===== src/rtl/xdec_pkg.sv =====
package xdec_pkg;

    typedef enum logic [1:0] {
        SV_IDLE   = 2'd0,
        SV_ELIM   = 2'd1,
        SV_FINISH = 2'd2
    } solve_st_e;

    typedef enum logic {
        PT_IDLE = 1'b0,
        PT_RUN  = 1'b1
    } pat_st_e;

endpackage


===== src/rtl/xdec_pivot_step.sv =====
// One column of GF(2) elimination: pivot search, row swap, reduction of all other rows.
module xdec_pivot_step #(
    parameter int N_ROWS = 8,
    parameter int N_COLS = 4,
    localparam int CW = (N_COLS > 1) ? $clog2(N_COLS) : 1,
    localparam int RW = $clog2(N_ROWS + 1),
    localparam int IW = (N_ROWS > 1) ? $clog2(N_ROWS) : 1
) (
    input  logic [N_ROWS-1:0][N_COLS-1:0] coef_i,
    input  logic [N_ROWS-1:0]             rhs_i,
    input  logic [CW-1:0]                 col_i,
    input  logic [RW-1:0]                 rank_i,
    output logic [N_ROWS-1:0][N_COLS-1:0] coef_o,
    output logic [N_ROWS-1:0]             rhs_o,
    output logic [RW-1:0]                 rank_o
);

    logic              found;
    logic [IW-1:0]     piv;
    logic [IW-1:0]     top;
    logic [N_COLS-1:0] pc;
    logic              pr;

    always_comb begin
        found = 1'b0;
        piv   = '0;
        for (int k = 0; k < N_ROWS; k++) begin
            if (!found && (RW'(k) >= rank_i) && coef_i[k][col_i]) begin
                found = 1'b1;
                piv   = IW'(k);
            end
        end
        top    = rank_i[IW-1:0];
        coef_o = coef_i;
        rhs_o  = rhs_i;
        if (found) begin
            coef_o[top] = coef_i[piv];
            coef_o[piv] = coef_i[top];
            rhs_o[top]  = rhs_i[piv];
            rhs_o[piv]  = rhs_i[top];
        end
        pc = coef_o[top];
        pr = rhs_o[top];
        for (int k = 0; k < N_ROWS; k++) begin
            if (found && (IW'(k) != top) && coef_o[k][col_i]) begin
                coef_o[k] = coef_o[k] ^ pc;
                rhs_o[k]  = rhs_o[k] ^ pr;
            end
        end
        rank_o = rank_i + RW'(found);
    end

endmodule


===== src/rtl/xdec_slice_solver.sv =====
// Solves one slice: load care rows, V elimination cycles, one finish cycle.
module xdec_slice_solver
    import xdec_pkg::*;
#(
    parameter int N_CHAINS = 8,
    parameter int N_CHAN   = 4,
    localparam int CW = (N_CHAN > 1) ? $clog2(N_CHAN) : 1,
    localparam int RW = $clog2(N_CHAINS + 1)
) (
    input  logic                       clk,
    input  logic                       rst_n,
    input  logic                       start,
    input  logic [N_CHAINS-1:0]        care,
    input  logic [N_CHAINS-1:0]        val,
    input  logic [N_CHAINS*N_CHAN-1:0] mat,
    output logic                       busy,
    output logic                       done,
    output logic                       ok,
    output logic [N_CHAN-1:0]          vars
);

    typedef struct packed {
        solve_st_e                          st;
        logic [N_CHAINS-1:0][N_CHAN-1:0]    coef;
        logic [N_CHAINS-1:0]                rhs;
        logic [CW-1:0]                      col;
        logic [RW-1:0]                      rank;
        logic                               done;
        logic                               ok;
        logic [N_CHAN-1:0]                  vars;
    } slv_t;

    slv_t s_q, s_d;

    logic [N_CHAINS-1:0][N_CHAN-1:0] step_coef;
    logic [N_CHAINS-1:0]             step_rhs;
    logic [RW-1:0]                   step_rank;

    xdec_pivot_step #(.N_ROWS(N_CHAINS), .N_COLS(N_CHAN)) u_step (
        .coef_i (s_q.coef),
        .rhs_i  (s_q.rhs),
        .col_i  (s_q.col),
        .rank_i (s_q.rank),
        .coef_o (step_coef),
        .rhs_o  (step_rhs),
        .rank_o (step_rank)
    );

    always_comb begin
        logic              bad;
        logic [N_CHAN-1:0] v;
        int                fb;
        s_d      = s_q;
        s_d.done = 1'b0;
        bad      = 1'b0;
        v        = '0;
        fb       = 0;
        case (s_q.st)
            SV_IDLE: begin
                if (start) begin
                    for (int i = 0; i < N_CHAINS; i++) begin
                        s_d.coef[i] = care[i] ? mat[i*N_CHAN +: N_CHAN] : '0;
                        s_d.rhs[i]  = care[i] & val[i];
                    end
                    s_d.col  = '0;
                    s_d.rank = '0;
                    s_d.st   = SV_ELIM;
                end
            end
            SV_ELIM: begin
                s_d.coef = step_coef;
                s_d.rhs  = step_rhs;
                s_d.rank = step_rank;
                if (s_q.col == CW'(N_CHAN - 1)) begin
                    s_d.st = SV_FINISH;
                end else begin
                    s_d.col = s_q.col + 1'b1;
                end
            end
            SV_FINISH: begin
                for (int k = 0; k < N_CHAINS; k++) begin
                    if (s_q.coef[k] == '0) begin
                        bad = bad | s_q.rhs[k];
                    end else begin
                        for (int j = N_CHAN - 1; j >= 0; j--) begin
                            if (s_q.coef[k][j]) fb = j;
                        end
                        v[fb] = s_q.rhs[k];
                    end
                end
                s_d.ok   = !bad;
                s_d.vars = bad ? '0 : v;
                s_d.done = 1'b1;
                s_d.st   = SV_IDLE;
            end
            default: s_d.st = SV_IDLE;
        endcase
    end

    always_ff @(posedge clk or negedge rst_n) begin
        if (!rst_n) s_q <= '0;
        else        s_q <= s_d;
    end

    assign busy = (s_q.st != SV_IDLE);
    assign done = s_q.done;
    assign ok   = s_q.ok;
    assign vars = s_q.vars;

    function automatic logic sol_holds(input logic [N_CHAINS-1:0] c,
                                       input logic [N_CHAINS-1:0] t,
                                       input logic [N_CHAINS*N_CHAN-1:0] m,
                                       input logic [N_CHAN-1:0] x);
        logic good;
        good = 1'b1;
        for (int i = 0; i < N_CHAINS; i++) begin
            if (c[i] && ((^(m[i*N_CHAN +: N_CHAN] & x)) != t[i])) good = 1'b0;
        end
        return good;
    endfunction

    // a reported assignment reproduces every care bit of the slice
    always @(posedge clk) begin
        if (rst_n && s_q.done && s_q.ok) begin
            a_r5_solution_holds: assert (sol_holds(care, val, mat, s_q.vars))
                else $error("solver assignment violates a care equation");
        end
    end

    // slice strobe lasts one cycle
    a_r6_done_single: assert property (@(posedge clk) disable iff (!rst_n)
        s_q.done |=> !s_q.done);

    // rank never exceeds the number of free variables
    a_r4_rank_bound: assert property (@(posedge clk) disable iff (!rst_n)
        s_q.rank <= RW'(N_CHAN));

endmodule


===== src/rtl/xdec_pattern_check.sv =====
// Captures a pattern and steps the slice solver over every slice in order.
module xdec_pattern_check
    import xdec_pkg::*;
#(
    parameter int N_CHAINS = 8,
    parameter int N_CHAN   = 4,
    parameter int N_SLICES = 4,
    localparam int SW = (N_SLICES > 1) ? $clog2(N_SLICES) : 1,
    localparam int PW = N_SLICES * N_CHAINS,
    localparam int MW = N_CHAINS * N_CHAN
) (
    input  logic              clk,
    input  logic              rst_n,
    input  logic              start,
    input  logic [PW-1:0]     pat_care,
    input  logic [PW-1:0]     pat_val,
    input  logic [MW-1:0]     chan_mat,
    output logic              busy,
    output logic              done,
    output logic              encodable,
    output logic              slice_valid,
    output logic [SW-1:0]     slice_idx,
    output logic              slice_ok,
    output logic [N_CHAN-1:0] slice_vars
);

    typedef struct packed {
        pat_st_e       st;
        logic [PW-1:0] care;
        logic [PW-1:0] val;
        logic [MW-1:0] mat;
        logic [SW-1:0] idx;
        logic          kick;
        logic          all_ok;
        logic          done;
        logic          enc;
    } seq_t;

    seq_t p_q, p_d;

    logic              s_busy;
    logic              s_done;
    logic              s_ok;
    logic [N_CHAN-1:0] s_vars;

    xdec_slice_solver #(.N_CHAINS(N_CHAINS), .N_CHAN(N_CHAN)) u_solver (
        .clk   (clk),
        .rst_n (rst_n),
        .start (p_q.kick),
        .care  (p_q.care[p_q.idx*N_CHAINS +: N_CHAINS]),
        .val   (p_q.val[p_q.idx*N_CHAINS +: N_CHAINS]),
        .mat   (p_q.mat),
        .busy  (s_busy),
        .done  (s_done),
        .ok    (s_ok),
        .vars  (s_vars)
    );

    always_comb begin
        p_d      = p_q;
        p_d.kick = 1'b0;
        p_d.done = 1'b0;
        case (p_q.st)
            PT_IDLE: begin
                if (start) begin
                    p_d.care   = pat_care;
                    p_d.val    = pat_val;
                    p_d.mat    = chan_mat;
                    p_d.idx    = '0;
                    p_d.kick   = 1'b1;
                    p_d.all_ok = 1'b1;
                    p_d.enc    = 1'b0;
                    p_d.st     = PT_RUN;
                end
            end
            PT_RUN: begin
                if (s_done) begin
                    p_d.all_ok = p_q.all_ok & s_ok;
                    if (p_q.idx == SW'(N_SLICES - 1)) begin
                        p_d.done = 1'b1;
                        p_d.enc  = p_q.all_ok & s_ok;
                        p_d.st   = PT_IDLE;
                    end else begin
                        p_d.idx  = p_q.idx + 1'b1;
                        p_d.kick = 1'b1;
                    end
                end
            end
            default: p_d.st = PT_IDLE;
        endcase
    end

    always_ff @(posedge clk or negedge rst_n) begin
        if (!rst_n) p_q <= '0;
        else        p_q <= p_d;
    end

    assign busy        = (p_q.st == PT_RUN);
    assign done        = p_q.done;
    assign encodable   = p_q.enc;
    assign slice_valid = s_done;
    assign slice_idx   = p_q.idx;
    assign slice_ok    = s_ok;
    assign slice_vars  = s_vars;

    // a start seen while busy leaves the captured run untouched
    a_r9_start_ignored: assert property (@(posedge clk) disable iff (!rst_n)
        (busy && start) |=> ($stable(p_q.care) && $stable(p_q.val) && $stable(p_q.mat)));

    // the verdict strobe never overlaps a run in progress
    a_r7_done_not_busy: assert property (@(posedge clk) disable iff (!rst_n)
        done |-> !busy);

    // slice results appear only inside a run
    a_r6_strobe_in_run: assert property (@(posedge clk) disable iff (!rst_n)
        slice_valid |-> busy);

    // the solver is never kicked while already working
    a_r6_no_double_kick: assert property (@(posedge clk) disable iff (!rst_n)
        p_q.kick |-> !s_busy);

endmodule


===== config.mk =====
export PLATFORM = sky130hd
export DESIGN_NAME = xdec_pattern_check
export DESIGN_NICKNAME = d
export VERILOG_FILES = /design/src/rtl/xdec_pkg.sv /design/src/rtl/xdec_pivot_step.sv /design/src/rtl/xdec_slice_solver.sv /design/src/rtl/xdec_pattern_check.sv
export SDC_FILE = /design/constraint.sdc
export NUM_CORES = 1
export LEC_CHECK = 0
export CORE_MARGIN = 2
export CORE_UTILIZATION = 55
export DETAILED_ROUTE_END_ITERATION = 10
export DONT_BUFFER_PORTS = 1
export PLACE_DENSITY = 0.7
export SYNTH_ARGS = -nofsm -noshare
export SYNTH_HDL_FRONTEND = slang
export SYNTH_SLANG_ARGS = --single-unit

===== constraint.sdc =====
create_clock -name clk -period 5 [get_ports clk]
set_input_delay 0.5 -clock clk [delete_from_list [all_inputs] [get_ports clk]]
set_output_delay 0.5 -clock clk [all_outputs]
set_load 0.005 [all_outputs]

==> reports/results.tsv, run 1 <==
metric	value	unit
synth_area	11040	sq um
place.gp.congestion	1.237	
register_area	3929	sq um
route.vias.total	11050	
cts_tree	done	
critPathArrivalTime	5.16	ns
period_share	96.41	%
dp_hpwl	30760	um
finalSetupViolCount	0	
drt-initial-drc-count	1308	
cts_root_buf	clkbuf_16	
core	19590	sq um
multi_input_area	6548	sq um
clk_path_buf_depth	2	
cp-end-kind	register	
clk_pin_slew	0.08	ns
initial_core_util	56.36	%
cts_setup_buffers	0	
async_flop_share	100.0	%
wl_per_cell	25.84	um
setup_tns	0	ns
fmax	207.4	MHz
clock_latency	0.44	ns
path_depth	12	
slew_viol_final	0	
grt_pass1_wl	64060	um
drive_above_1_share	15.28	%
relSlewSlack	31.71	%
viasPerCell	6.795	
grt_util_all_layers	39.63	%
grt_max_degree	158	
status	finished clean	
cp_common_cell	a22o_1	
chipHeight	145.7	um
tightest_slew	1.016	ns
cts_buffers	17	
clock-sinks	157	
ys_ff_latch	157	
nets	1451	
grt_pass1_vias	10580	
fin_crit	4.820	ns
ant_nets	0	
port_buffers	0	
cts_resized	0	
dieArea	21230	sq um
overflow	0	
antenna_found_initial	0	
wl	42020	um
syn-num-nets	1451	
cpPeakStageDelay	0.64	ns
cp_max_fo	23	
drc	0	
worstSetupPathType	reg -> reg	
ys_types	97	
htree_levels	4	
timing.final.ws_setup	0.1795	ns
hold_violations	0	
synth_cells	1348	
ios	110	
die_x	145.7	um
yosysWarnings	0	
rows	51	
rsz0062_at_grt	no	
preCtsSetupSlack	0.4359	ns
fillers	1722	
cts_hold_buf	1	
slowest_stage	and2_0	
synth_edf_count	0	
postSynthAreaPerCell	8.191	sq um
post_dp_cell_area	11580	sq um
holdCritPathClass	in -> async	
design_area	12250	sq um
area_growth	10.90	%
finClkSkew	0.01809	ns
final_util	62.51	%
num_antenna_cells	0	
drt-pass1-iter-count	6	
rr_worst_depth	12	
crit_path_cell_trace	buf_4, mux2_2, a22o_1, a22o_1, nor2_8, inv_2, and2_0, a31oi_1, o2bb2ai_1, o211a_1, xnor2_1, a221oi_1	
critPathTopFamily	compound AO/OA/AOI/OAI gates	
crit_buf_inv	2	
cp-start-kind	register	
maxCapViolCount	0	
ys.flop_type	dfrtp_1	
cp_data_required_time	5.34	ns
synth_seq_area_share	35.58	%
state kept, by name, indices dropped and copies added, names as in the netlist:
name / count
busy: 1
done: 1
encodable: 1
p_q: 98
slice_idx: 2
u_solver.done: 1
u_solver.ok: 1
u_solver.s_q: 48
u_solver.vars: 4
synthesized netlist by cell type, drive strengths merged, types with 19 or more instances:
library cell    n  share of area [%]
a21oi          66                3.0
a221oi         19                1.7
a22oi          22                1.5
and3           23                1.3
buf            32                1.8
clkbuf         76                2.6
dfrtp         157                 36
inv            26               0.88
mux4           33                6.7
nand2         369                 13
nand3          30                1.5
nor2           95                3.4
nor3           44                2.1
o21ai          65                3.0
per-layer routing:
layer	vias up	track usage, %	share of wire, %
li1	4842	-	-
met1	5231	54.53	39
met2	813	57.12	42
met3	162	12.48	14
met4	0	18.63	5.0
met5	-	0	0
stage by stage:
step | instances | hold slack, ns
floorplan | 1348 | 0.2044
global placement | 1593 | 0.2068
detailed placement | 1593 | 0.2063
CTS | 1626 | 0.1193
global route | 1626 | 0.1424
finish | 1626 | 0.04946
final cells by class:
| cell class | count | area share [%] |
|---|---|---|
| Clock buffer | 17 | 3.474 |
| Clock inverter | 15 | 1.747 |
| Inverter | 26 | 0.7970 |
| Multi-Input combinational cell | 1057 | 53.47 |
| Sequential cell | 157 | 32.08 |
| Tap cell | 265 | 2.708 |
| Timing Repair Buffer | 89 | 5.722 |
worst paths after layout:
| check | from | endpoint | slack (ns) |
|---|---|---|---|
| max | u_solver.s_q[11]$_DFFE_PN0P_ | u_solver.s_q[25]$_DFFE_PN0P_ | 0.18 |
| min | rst_n | p_q[57]$_DFFE_PN0P_ | 0.05 |
| max reg2reg | u_solver.s_q[11]$_DFFE_PN0P_ | u_solver.s_q[25]$_DFFE_PN0P_ | 0.18 |
| min reg2reg | p_q[92]$_DFFE_PN0P_ | p_q[92]$_DFFE_PN0P_ | 0.47 |
| max in group asynchronous | rst_n | u_solver.s_q[31]$_DFFE_PN0P_ | 4.34 |
| min in group clk | pat_care[8] | p_q[78]$_DFFE_PN0P_ | 0.16 |
placed cells by master, fill, tap and decap left out, types with 17 or more instances in the layout:
| cell | instances |
|---|---|
| nand2_1 | 368 |
| dfrtp_1 | 157 |
| nor2_1 | 92 |
| buf_4 | 87 |
| a21oi_1 | 65 |
| nor3_1 | 42 |
| o21ai_0 | 41 |
| mux4_2 | 33 |
| nand3_1 | 28 |
| inv_1 | 25 |
| and3_1 | 23 |
| o21ai_1 | 23 |
| a22oi_1 | 21 |
| xnor2_1 | 18 |
| clkbuf_16 | 17 |
cells by family (layout without fill, tap and decap cells):
family / count (synthesis) / in the layout / share of synthesized area, %
compound gates: 328 / 328 / 21.38
simple gates: 641 / 641 / 26.04
flops: 157 / 157 / 35.58
mux: 61 / 61 / 9.439
xor+xnor: 23 / 23 / 1.824
fa+ha+maj: 4 / 4 / 0.4533
buf+inv: 134 / 147 / 5.280
Power of run 1 is left out: the tool's default activity adds up to more than one toggle a clock period on the data nets, which glitch-free logic cannot reach.
==> run 2, diff against run 1 <==
Settings changed: CORE_UTILIZATION 55 to 45, PLACE_DENSITY 0.7 to not set.
==> run 2 against run 1 <==
Global-route usage fell by 4.5 points. Design area is 0.36% lower. Largest cell class unchanged. Worst hold slack better by 0.039 ns. Highest routed layer unchanged.
==> reports/results.tsv, run 2 (same netlist as run 1, synthesis figures left out) <==
metric	value	unit	change
grt_pass1_vias	10740		+1.5%
wl	44830	um	+6.7%
cts_buffers	17		unchanged
die_x	160.6	um	+10%
final_util	50.47	%	-12 points
antenna_found_initial	0		unchanged
rsz0062_at_grt	no		
dieArea	25810	sq um	+22%
area_growth	10.50	%	
place.gp.congestion	1.036		-16%
layout_common_cells	368 x nand2_1, 156 x dfrtp_1, 92 x nor2_1		
rr_endpoint	u_solver.s_q[45]$_DFFE_PN0P_		
drc	0		unchanged
clk_pin_slew	0.09	ns	about the same
ant_nets	0		unchanged
timing.final.ws_setup	0.2369	ns	+0.05734 ns
critPathTopFamily	compound AO/OA/AOI/OAI gates		
hold_ws	0.08895	ns	+0.03949 ns
grt_util_all_layers	35.10	%	-4.5 points
wl_per_cell	26.76	um	+3.6%
slew_viol_final	0		unchanged
cp_max_fo	19		-17%
clk_path_buf_depth	2		unchanged
route.vias.total	10850		-1.8%
cts_setup_buffers	0		unchanged
ios	110		unchanged
crit_path_cell_trace	buf_4, nor2b_1, a221o_1, a22o_1, nor2_8, inv_2, a21oi_1, a2111oi_2, o22ai_1, nor4_4, o21a_4, or4b_1, o211ai_1		
grt_pass1_wl	67720	um	+5.7%
grt_max_degree	158		unchanged
crit_buf_inv	2		unchanged
finalSetupViolCount	0		unchanged
drt-initial-drc-count	1180		-9.8%
holdCritPathClass	in -> async		
clock_latency	0.45	ns	about the same
hold_violations	0		unchanged
cp_data_required_time	5.34	ns	about the same
worstSetupPathType	reg -> reg		
rr_worst_depth	13		+1
tightest_slew	1.056	ns	+0.03952 ns
layout_commonest_cell	nand2_1		
clock-sinks	157		unchanged
r2r_setup_slack	0.24	ns	+0.06 ns
drt-pass1-iter-count	7		+1
initial_core_util	45.67	%	-11 points
core	24180	sq um	+23%
timing.rr.start	u_solver.s_q[11]$_DFFE_PN0P_		
nets	1441		-0.69%
viasPerCell	6.476		-4.7%
max_flop_register	p_q		
cts_tree	done		
dp_hpwl	32930	um	+7.1%
port_buffers	0		unchanged
overflow	0		unchanged
drive_above_1_share	14.73	%	-0.55 points
cp-end-kind	register		
period_share	95.26	%	-1.1 points
htree_levels	4		unchanged
cpPeakStageDelay	0.62	ns	-0.02 ns
fmax	209.9	MHz	+1.2%
critPathArrivalTime	5.10	ns	-0.06 ns
status	finished clean		
largest_reg_flops	98		unchanged
fin_crit	4.763	ns	-0.05734 ns
slowest_stage	a22o_1		
num_antenna_cells	0		unchanged
maxCapViolCount	0		unchanged
chipHeight	160.6	um	+10%
finClkSkew	0.02743	ns	+0.009338 ns
preCtsSetupSlack	0.2573	ns	-0.1787 ns
rows	57		+12%
cp-start-kind	register		
setup_tns	0	ns	unchanged
relSlewSlack	29.60	%	-2.1 points
cts_root_buf	clkbuf_16		
-- run 2: layout make-up --
type / instances / area [sq um]
clock buffers: 17 / 425.4
clock inverters: 15 / 182.7
fillers: 2382 / 11980
inverters: 26 / 97.59
multi-input cells: 1057 / 6548
flip-flops and latches: 157 / 3930
well taps: 324 / 405.4
repair buffers: 79 / 613.1
-- run 2: worst max path at each step --
stage                                       startpoint                            to  slack, ns  cells past startpoint
after floorplan           u_solver.s_q[10]$_DFFE_PN0P_  u_solver.s_q[12]$_DFFE_PN0P_       1.14                     14
after global placement    u_solver.s_q[10]$_DFFE_PN0P_  u_solver.s_q[45]$_DFFE_PN0P_       0.31                     12
after detailed placement  u_solver.s_q[10]$_DFFE_PN0P_  u_solver.s_q[45]$_DFFE_PN0P_       0.26                     12
after CTS                 u_solver.s_q[10]$_DFFE_PN0P_  u_solver.s_q[45]$_DFFE_PN0P_       0.20                     12
after global routing      u_solver.s_q[10]$_DFFE_PN0P_  u_solver.s_q[45]$_DFFE_PN0P_       0.12                     12
final                     u_solver.s_q[11]$_DFFE_PN0P_  u_solver.s_q[45]$_DFFE_PN0P_       0.24                     13
-- run 2: metrics by stage --
step	cell area (sq um)	cells
2_1_floorplan	11040	1348
3_3_place_gp	11560	1642
3_5_place_dp	11560	1642
4_1_cts	12200	1675
5_1_grt	12200	1675
6_report	12200	1675
-- run 2: repair_timing --
item,4_1_cts,5_1_grt
hold buffers,1,0
endpoints found under the setup margin,0,2
hold endpoints to repair,157,0
resized for setup,0,1
-- run 2: routing by layer --
metal  vias up  track usage, %  wire length, um
met5         -               0                0
met3       122           8.445             4667
li1       4829               -                -
met2       648           53.33            19670
met4         0           13.92             1872
met1      5248           48.49            18620
Power of run 2 is left out for the same reason.
